**src/rtl/spi_port_pkg.sv**
```systemverilog
package spi_port_pkg;
  localparam int unsigned BYTE_W = 8;

  typedef enum logic [1:0] {
    SEL_3WIRE     = 2'b00,
    SEL_4W_MULTI  = 2'b01,
    SEL_4W_DRV_LO = 2'b10,
    SEL_4W_DRV_HI = 2'b11
  } sel_mode_e;
endpackage

```
**src/rtl/spi_in_sync.sv**
```systemverilog
module spi_in_sync #(
  parameter int unsigned WIDTH = 3,
  parameter int unsigned STAGES = 2,
  parameter logic [WIDTH-1:0] RST_VAL = '0
) (
  input  logic             clk,
  input  logic             rst,
  input  logic [WIDTH-1:0] d,
  output logic [WIDTH-1:0] q
);
  logic [WIDTH-1:0] stage_q [STAGES];

  always_ff @(posedge clk) begin
    if (rst) stage_q[0] <= RST_VAL;
    else     stage_q[0] <= d;
  end

  for (genvar g = 1; g < STAGES; g++) begin : g_stage
    always_ff @(posedge clk) begin
      if (rst) stage_q[g] <= RST_VAL;
      else     stage_q[g] <= stage_q[g-1];
    end
  end

  assign q = stage_q[STAGES-1];
endmodule

```
**src/rtl/spi_sck_gen.sv**
```systemverilog
module spi_sck_gen #(
  parameter int unsigned DIV_W = 8
) (
  input  logic             clk,
  input  logic             rst,
  input  logic             run,
  input  logic [DIV_W-1:0] div,
  output logic             tick
);
  logic [DIV_W-1:0] cnt_q;

  always_ff @(posedge clk) begin
    if (rst || !run)     cnt_q <= '0;
    else if (cnt_q == div) cnt_q <= '0;
    else                 cnt_q <= cnt_q + 1'b1;
  end

  assign tick = run && (cnt_q == div);

  // the half-period counter never runs past the divider while it runs
  assert_cnt_bound_R2: assert property (@(posedge clk) disable iff (rst)
    (run && $stable(div)) |-> (cnt_q <= div));
endmodule

```
**src/rtl/spi_shift_core.sv**
```systemverilog
module spi_shift_core #(
  parameter int unsigned W = 8
) (
  input  logic         clk,
  input  logic         rst,
  input  logic         load,
  input  logic [W-1:0] load_val,
  input  logic         clear,
  input  logic         rise_ev,
  input  logic         fall_ev,
  input  logic         din,
  output logic         msb,
  output logic         byte_done,
  output logic         at_last,
  output logic         cnt_zero,
  output logic [W-1:0] rx_byte
);
  localparam int unsigned CNT_W = (W > 1) ? $clog2(W) : 1;
  localparam logic [CNT_W-1:0] LAST = CNT_W'(W-1);

  logic [W-1:0]     sreg_q;
  logic [CNT_W-1:0] cnt_q;
  logic             sample_q;

  always_ff @(posedge clk) begin
    if (rst) begin
      sreg_q    <= '0;
      cnt_q     <= '0;
      sample_q  <= 1'b0;
      byte_done <= 1'b0;
      rx_byte   <= '0;
    end else begin
      byte_done <= 1'b0;
      if (clear) begin
        cnt_q <= '0;
      end else begin
        if (rise_ev) sample_q <= din;
        if (fall_ev) begin
          sreg_q <= {sreg_q[W-2:0], sample_q};
          if (cnt_q == LAST) begin
            cnt_q     <= '0;
            byte_done <= 1'b1;
            rx_byte   <= {sreg_q[W-2:0], sample_q};
          end else begin
            cnt_q <= cnt_q + 1'b1;
          end
        end
      end
      if (load) sreg_q <= load_val;
    end
  end

  assign msb      = sreg_q[W-1];
  assign at_last  = (cnt_q == LAST);
  assign cnt_zero = (cnt_q == '0);

  // completion is a single-cycle event
  assert_done_pulse_R3: assert property (@(posedge clk) disable iff (rst)
    byte_done |=> !byte_done);
  // a cleared counter restarts from zero
  assert_clear_restart_R11: assert property (@(posedge clk) disable iff (rst)
    clear |=> cnt_zero);
endmodule

```
**src/rtl/spi_dual_port.sv**
```systemverilog
module spi_dual_port
  import spi_port_pkg::*;
#(
  parameter int unsigned DIV_W = 8,
  parameter int unsigned SYNC_STAGES = 2
) (
  input  logic             clk,
  input  logic             rst,
  input  logic             cfg_en,
  input  logic             cfg_master,
  input  logic [1:0]       cfg_selmode,
  input  logic [DIV_W-1:0] cfg_div,
  input  logic             tx_wr,
  input  logic [7:0]       tx_data,
  input  logic             rx_rd,
  output logic [7:0]       rx_data,
  output logic             done,
  output logic             mode_fault,
  input  logic             mosi_i,
  output logic             mosi_o,
  output logic             mosi_oe,
  input  logic             miso_i,
  output logic             miso_o,
  output logic             miso_oe,
  input  logic             sck_i,
  output logic             sck_o,
  output logic             sck_oe,
  input  logic             nss_i,
  output logic             nss_o,
  output logic             nss_oe
);
  localparam int unsigned W = BYTE_W;

  sel_mode_e mode;
  assign mode = sel_mode_e'(cfg_selmode);

  // synchronized slave-side pins: {nss, mosi, sck}
  logic [2:0] pin_s;
  logic       nss_s, mosi_s, sck_s;

  spi_in_sync #(.WIDTH(3), .STAGES(SYNC_STAGES), .RST_VAL(3'b100)) u_sync (
    .clk (clk),
    .rst (rst),
    .d   ({nss_i, mosi_i, sck_i}),
    .q   (pin_s)
  );
  assign nss_s  = pin_s[2];
  assign mosi_s = pin_s[1];
  assign sck_s  = pin_s[0];

  logic sck_prev_q, nss_prev_q;
  logic fault_q, m_busy_q, sck_q;
  logic role_m, slave_sel, slave_act;
  logic s_rise, s_fall, nss_fall, fault_hit;
  logic m_start, s_load, m_tick, m_rise, m_fall;
  logic core_rise, core_fall, core_din, core_clear, core_load;
  logic core_msb, core_done, core_last, core_zero;
  logic [W-1:0] core_rx;

  assign role_m = cfg_master && !fault_q;

  always_comb begin
    unique case (mode)
      SEL_3WIRE:    slave_sel = 1'b1;
      SEL_4W_MULTI: slave_sel = !nss_s;
      default:      slave_sel = 1'b0;
    endcase
  end

  assign slave_act = cfg_en && !role_m && slave_sel;
  assign s_rise    = slave_act && sck_s && !sck_prev_q;
  assign s_fall    = slave_act && !sck_s && sck_prev_q;
  assign nss_fall  = nss_prev_q && !nss_s;
  assign fault_hit = cfg_en && role_m && (mode == SEL_4W_MULTI) && nss_fall;

  assign m_start = cfg_en && role_m && tx_wr && !m_busy_q;
  assign s_load  = cfg_en && !role_m && tx_wr && core_zero;

  spi_sck_gen #(.DIV_W(DIV_W)) u_sck_gen (
    .clk  (clk),
    .rst  (rst),
    .run  (m_busy_q),
    .div  (cfg_div),
    .tick (m_tick)
  );

  assign m_rise = m_tick && !sck_q;
  assign m_fall = m_tick && sck_q;

  assign core_rise  = role_m ? m_rise : s_rise;
  assign core_fall  = role_m ? m_fall : s_fall;
  assign core_din   = role_m ? miso_i : mosi_s;
  assign core_clear = !cfg_en || fault_hit || (!role_m && !slave_sel);
  assign core_load  = m_start || s_load;

  spi_shift_core #(.W(W)) u_core (
    .clk       (clk),
    .rst       (rst),
    .load      (core_load),
    .load_val  (tx_data),
    .clear     (core_clear),
    .rise_ev   (core_rise),
    .fall_ev   (core_fall),
    .din       (core_din),
    .msb       (core_msb),
    .byte_done (core_done),
    .at_last   (core_last),
    .cnt_zero  (core_zero),
    .rx_byte   (core_rx)
  );

  always_ff @(posedge clk) begin
    if (rst) begin
      sck_prev_q <= 1'b0;
      nss_prev_q <= 1'b1;
      fault_q    <= 1'b0;
      m_busy_q   <= 1'b0;
      sck_q      <= 1'b0;
      done       <= 1'b0;
      mosi_oe    <= 1'b0;
      sck_oe     <= 1'b0;
      miso_oe    <= 1'b0;
      nss_oe     <= 1'b0;
      nss_o      <= 1'b1;
    end else begin
      sck_prev_q <= sck_s;
      nss_prev_q <= nss_s;

      if (fault_hit)        fault_q <= 1'b1;
      else if (!cfg_master) fault_q <= 1'b0;

      if (fault_hit || !cfg_en || !role_m) begin
        m_busy_q <= 1'b0;
        sck_q    <= 1'b0;
      end else if (m_start) begin
        m_busy_q <= 1'b1;
      end else if (m_rise) begin
        sck_q <= 1'b1;
      end else if (m_fall) begin
        sck_q <= 1'b0;
        if (core_last) m_busy_q <= 1'b0;
      end

      if (core_done)  done <= 1'b1;
      else if (rx_rd) done <= 1'b0;

      mosi_oe <= cfg_en && role_m;
      sck_oe  <= cfg_en && role_m;
      miso_oe <= slave_act;
      nss_oe  <= cfg_en && cfg_selmode[1];
      nss_o   <= cfg_selmode[0];
    end
  end

  assign mode_fault = fault_q;
  assign sck_o      = sck_q;
  assign mosi_o     = core_msb;
  assign miso_o     = core_msb;
  assign rx_data    = core_rx;

  assert_sck_idle_R2: assert property (@(posedge clk) disable iff (rst)
    !m_busy_q |-> !sck_q);
  assert_done_set_R3: assert property (@(posedge clk) disable iff (rst)
    core_done |=> done);
  assert_master_miso_R4: assert property (@(posedge clk) disable iff (rst)
    (cfg_en && role_m) |=> (!miso_oe && mosi_oe && sck_oe));
  assert_deselect_float_R6: assert property (@(posedge clk) disable iff (rst)
    (cfg_en && !role_m && mode == SEL_4W_MULTI && nss_s) |=> !miso_oe);
  assert_disabled_float_R7: assert property (@(posedge clk) disable iff (rst)
    !cfg_en |=> !(mosi_oe || miso_oe || sck_oe || nss_oe));
  assert_nss_drive_R8: assert property (@(posedge clk) disable iff (rst)
    (cfg_en && cfg_selmode[1]) |=> (nss_oe && nss_o == $past(cfg_selmode[0])));
  assert_fault_mode_R9: assert property (@(posedge clk) disable iff (rst)
    $rose(mode_fault) |-> ($past(cfg_selmode) == 2'b01));
  assert_fault_release_R9: assert property (@(posedge clk) disable iff (rst)
    mode_fault |=> !(mosi_oe || sck_oe || sck_o));
endmodule

```
**config.mk**
```make
export PLATFORM = sky130hd
export DESIGN_NAME = spi_dual_port
export DESIGN_NICKNAME = d
export VERILOG_FILES = /design/src/rtl/spi_port_pkg.sv /design/src/rtl/spi_in_sync.sv /design/src/rtl/spi_sck_gen.sv /design/src/rtl/spi_shift_core.sv /design/src/rtl/spi_dual_port.sv
export SDC_FILE = /design/constraint.sdc
export NUM_CORES = 1
export LEC_CHECK = 0
export ABC_AREA = 1
export BUFFER_PORTS_ARGS = -buffer_cell sky130_fd_sc_hd__buf_2
export CAP_MARGIN = 30
export CORE_AREA = 2 2 60 85
export CTS_CLUSTER_SIZE = 28
export DETAILED_ROUTE_END_ITERATION = 7
export DIE_AREA = 0 0 62 87
export GPL_TIMING_DRIVEN = 0
export PLACE_DENSITY = 0.83
export SYNTH_ARGS = -nofsm -noshare
export SYNTH_HDL_FRONTEND = slang
export SYNTH_SLANG_ARGS = --single-unit
```
**constraint.sdc**
```tcl
create_clock -name clk -period 1.63 [get_ports clk]
set_clock_uncertainty 0.1 [all_clocks]
set_input_delay 0.489 -clock clk [delete_from_list [all_inputs] [get_ports clk]]
set_output_delay 0.489 -clock clk [all_outputs]
set_load 0.005 [all_outputs]
```
==> flow_summary.json <==
{
  "status": "complete, but fails checks",
  "path_buf_inv": 3,
  "clock_sinks": 45,
  "synth_adder_area_share_pct": 2.28,
  "maxSlewViolCount": 0,
  "cp_cell_sequence": "inv_1 -> nand4_1 -> nand2_2 -> buf_4 -> o21ai_0 -> inv_1 -> nand3_2 -> nand2_1 -> nor2_1",
  "layout.nets": 426,
  "multiInputGateArea_sq_um": 1080,
  "crit_required_ns": 1.76,
  "finalCritPeriodShare_pct": 105,
  "syn_inst": 325,
  "syn_to_final_growth_pct": 31.7,
  "syn-num-nets": 357,
  "grt_overflow": 0,
  "cts_tree": "done",
  "final_cells": 459,
  "endpoint_kind": "flip-flop",
  "hold_violations": 0,
  "cts_buffers": 5,
  "ys_types": 27,
  "avgRoutedWirePerCell_um": 11.2,
  "maxCapViolations": 0,
  "cp_max_fo": 10,
  "critPathMostFrequentCell": "inv_1",
  "hold_path_class": "in -> reg",
  "n_fill_cell": 383,
  "port_buffers": 45,
  "grt_pass1_wl_um": 7310,
  "synth_top_cell_by_area": "dfxtp_1",
  "ios": 46,
  "postSynthAreaPerCell_sq_um": 6.77,
  "synth_area_sq_um": 2200,
  "synth_top_area_share_pct": 41.0,
  "slew_headroom_pct": 67.6,
  "rsz0062_at_grt": "yes",
  "antennaDiodeCount": 0,
  "cpPeakStageDelay_ns": 0.45,
  "ys_ff_latch": 45,
  "synth_seq_area_share_pct": 41.0,
  "finalSetupViolCount": 21,
  "violations": "setup timing",
  "route.vias.total": 2110,
  "worstSetupPathType": "reg -> reg",
  "fin_area_sq_um": 2900,
  "grt_pass1_vias": 1866,
  "clk_latency_ns": 0.30,
  "fmax_mhz": 587,
  "antenna_found_initial": 0,
  "ff_latch_area_sq_um": 916,
  "cts_root_buf": "clkbuf_8",
  "synth_top_family_by_area": "simple AND/OR/NAND/NOR gates",
  "cts-htree-levels": 2,
  "p_leak_nw": 1.42,
  "dieArea_sq_um": 5390,
  "ys_warn_count": 0,
  "place_area_sq_um": 2520,
  "drive_gt1_share_pct": 30.1,
  "start_util_pct": 46.9,
  "worst_slack_ns": -0.0739,
  "gp_congestion": 0.801,
  "dp_cells": 434,
  "drt_pass1_iterations": 4,
  "irDropWorstVdd_mv": 0.530,
  "routed_wirelength_um": 5140,
  "cp_top_family": "simple AND/OR/NAND/NOR gates",
  "antenna_left": 0,
  "drt_iter0_drc": 49,
  "grt_max_degree": 14,
  "worst_pin_slew_ns": 0.486,
  "coreArea_sq_um": 4690,
  "cellPowerDensity_nw_per_um2": 786,
  "grt_usage_pct": 17.7,
  "slowest_stage": "dfxtp_1",
  "die_height_um": 87,
  "avgViaCountPerCell": 4.60,
  "fin_crit_ns": 1.70,
  "cts.path.max_buffers": 2,
  "critPathArrivalTime_ns": 1.84,
  "dpl.hpwl_um": 3290,
  "synth_mux_area_share_pct": 0,
  "num_rows": 30,
  "synthSimpleGateAreaFrac_pct": 36.1,
  "synth-xor-area-share_pct": 1.19,
  "worstSetupStartpointType": "flip-flop",
  "tns_ns": -0.448,
  "cts.clk_slew.worst_paths_ns": 0.08,
  "synth-compound-area-share_pct": 5.12,
  "drc": 0,
  "dieWidth_um": 62,
  "synth_area_leaders": "dfxtp_1 41%, nand2_1 13%, inv_1 11%, nor2_1 9.6%, nand4_1 3.7%"
}
## cell families (layout without fill, tap and decap cells)
logic type,Yosys count,count (layout)
AND/OR/NAND/NOR,174,175
adder cells (fa/ha/maj),4,4
AO/OA/AOI/OAI,22,22
flip-flops,45,45
XOR/XNOR,3,3
buffers and inverters,77,146
## Yosys cell counts
library cell	number
nand2_1	75
inv_1	66
nor2_1	56
dfxtp_1	45
nand4_1	13
nand3_1	12
o21ai_0	10
a21oi_1	8
ha_1	4
buf_4	3
nand2_2	3
nor3_1	3
o21ai_1	3
or2_2	3
xor2_1	3
buf_6	2
clkbuf_1	2
inv_2	2
nand2_4	2
nor2_4	2
nor3b_1	2
buf_1	1
clkinv_1	1
nand3_2	1
nand3_4	1
nand4_4	1
o31ai_1	1
## registers in the layout (all words and copies together), names as in the netlist, 3 cells and up
signal and flops:
u_core.cnt_q 3, u_core.rx_byte 8, u_core.sreg_q 8, u_sck_gen.cnt_q 8, u_sync.stage_q 6
## cell usage in the layout, fill, tap and decap left out, types with 3 or more instances in the layout
| cell type | instances |
|---|---|
| nand3_2 | 5 |
| nand2_2 | 4 |
| dfxtp_1 | 35 |
| buf_6 | 5 |
| buf_2 | 44 |
| a21oi_1 | 6 |
| nor3_1 | 3 |
| xor2_1 | 3 |
| ha_1 | 4 |
| nand2_1 | 72 |
| o21ai_2 | 4 |
| nand4_1 | 13 |
| clkbuf_1 | 3 |
| dfxtp_2 | 9 |
| inv_2 | 5 |
| clkbuf_8 | 6 |
| inv_1 | 62 |
| nor2_1 | 54 |
| o21ai_0 | 7 |
| nand3_1 | 8 |
| or2_2 | 3 |
| buf_4 | 16 |
## final timing paths
kind	slack, ns	start	endpoint	cells after the start
max	-0.07	m_busy_q	u_core.sreg_q[0]	9
min	0.27	nss_i	u_sync.stage_q[0][2]	2
max reg2reg	-0.07	m_busy_q	u_core.sreg_q[0]	9
min reg2reg	0.31	u_sync.stage_q[0][0]	u_sync.stage_q[1][0]	2
## area by class of cell
cell class / instances / share of cell area, %
Clock buffer: 7 / 2.98
Clock inverter: 1 / 1.04
Inverter: 69 / 9.37
Sequential cell: 45 / 31.6
Tap cell: 64 / 2.76
Multi-Input combinational cell: 204 / 37.4
Timing Repair Buffer: 61 / 12.8
Buffer: 8 / 1.99
## through the flow
stage                     power (mW)  hold WS [ns]  utilization (%)  worst slack, ns
after floorplan                 1.32         0.288                -          -0.0608
after global placement          1.40         0.296             53.8           -0.409
after detailed placement        1.40         0.297             53.8           -0.445
after CTS                       2.26         0.273             58.5          -0.0297
after global routing            2.36         0.272             61.7           -0.194
final                           2.28         0.274             61.7          -0.0739
## what timing repair did
action / CTS / global route
setup buffers: 10 / 5
resized for setup: 17 / 26
gates cloned: 1 / 1
endpoints found under the setup margin: 21 / 23
pin swaps: 16 / 16
hold buffers: 0 / 0
## where the power goes
part           internal [mW]  switching, mW  total [mW]
Sequential              1.13         0.0134        1.14
Combinational          0.109          0.162       0.271
Clock                  0.500          0.366       0.866
## layer usage
| metal | GRT usage (%) | vias up | part of all wire [%] |
|---|---|---|---|
| met3 | 3.57 | 14 | 3.1 |
| met1 | 19.3 | 936 | 40 |
| met2 | 30.8 | 43 | 53 |
| met4 | 9.09 | 0 | 3.3 |
| met5 | 0 | - | 0 |
| li1 | - | 1117 | - |
(Power assumes the default switching activity.)
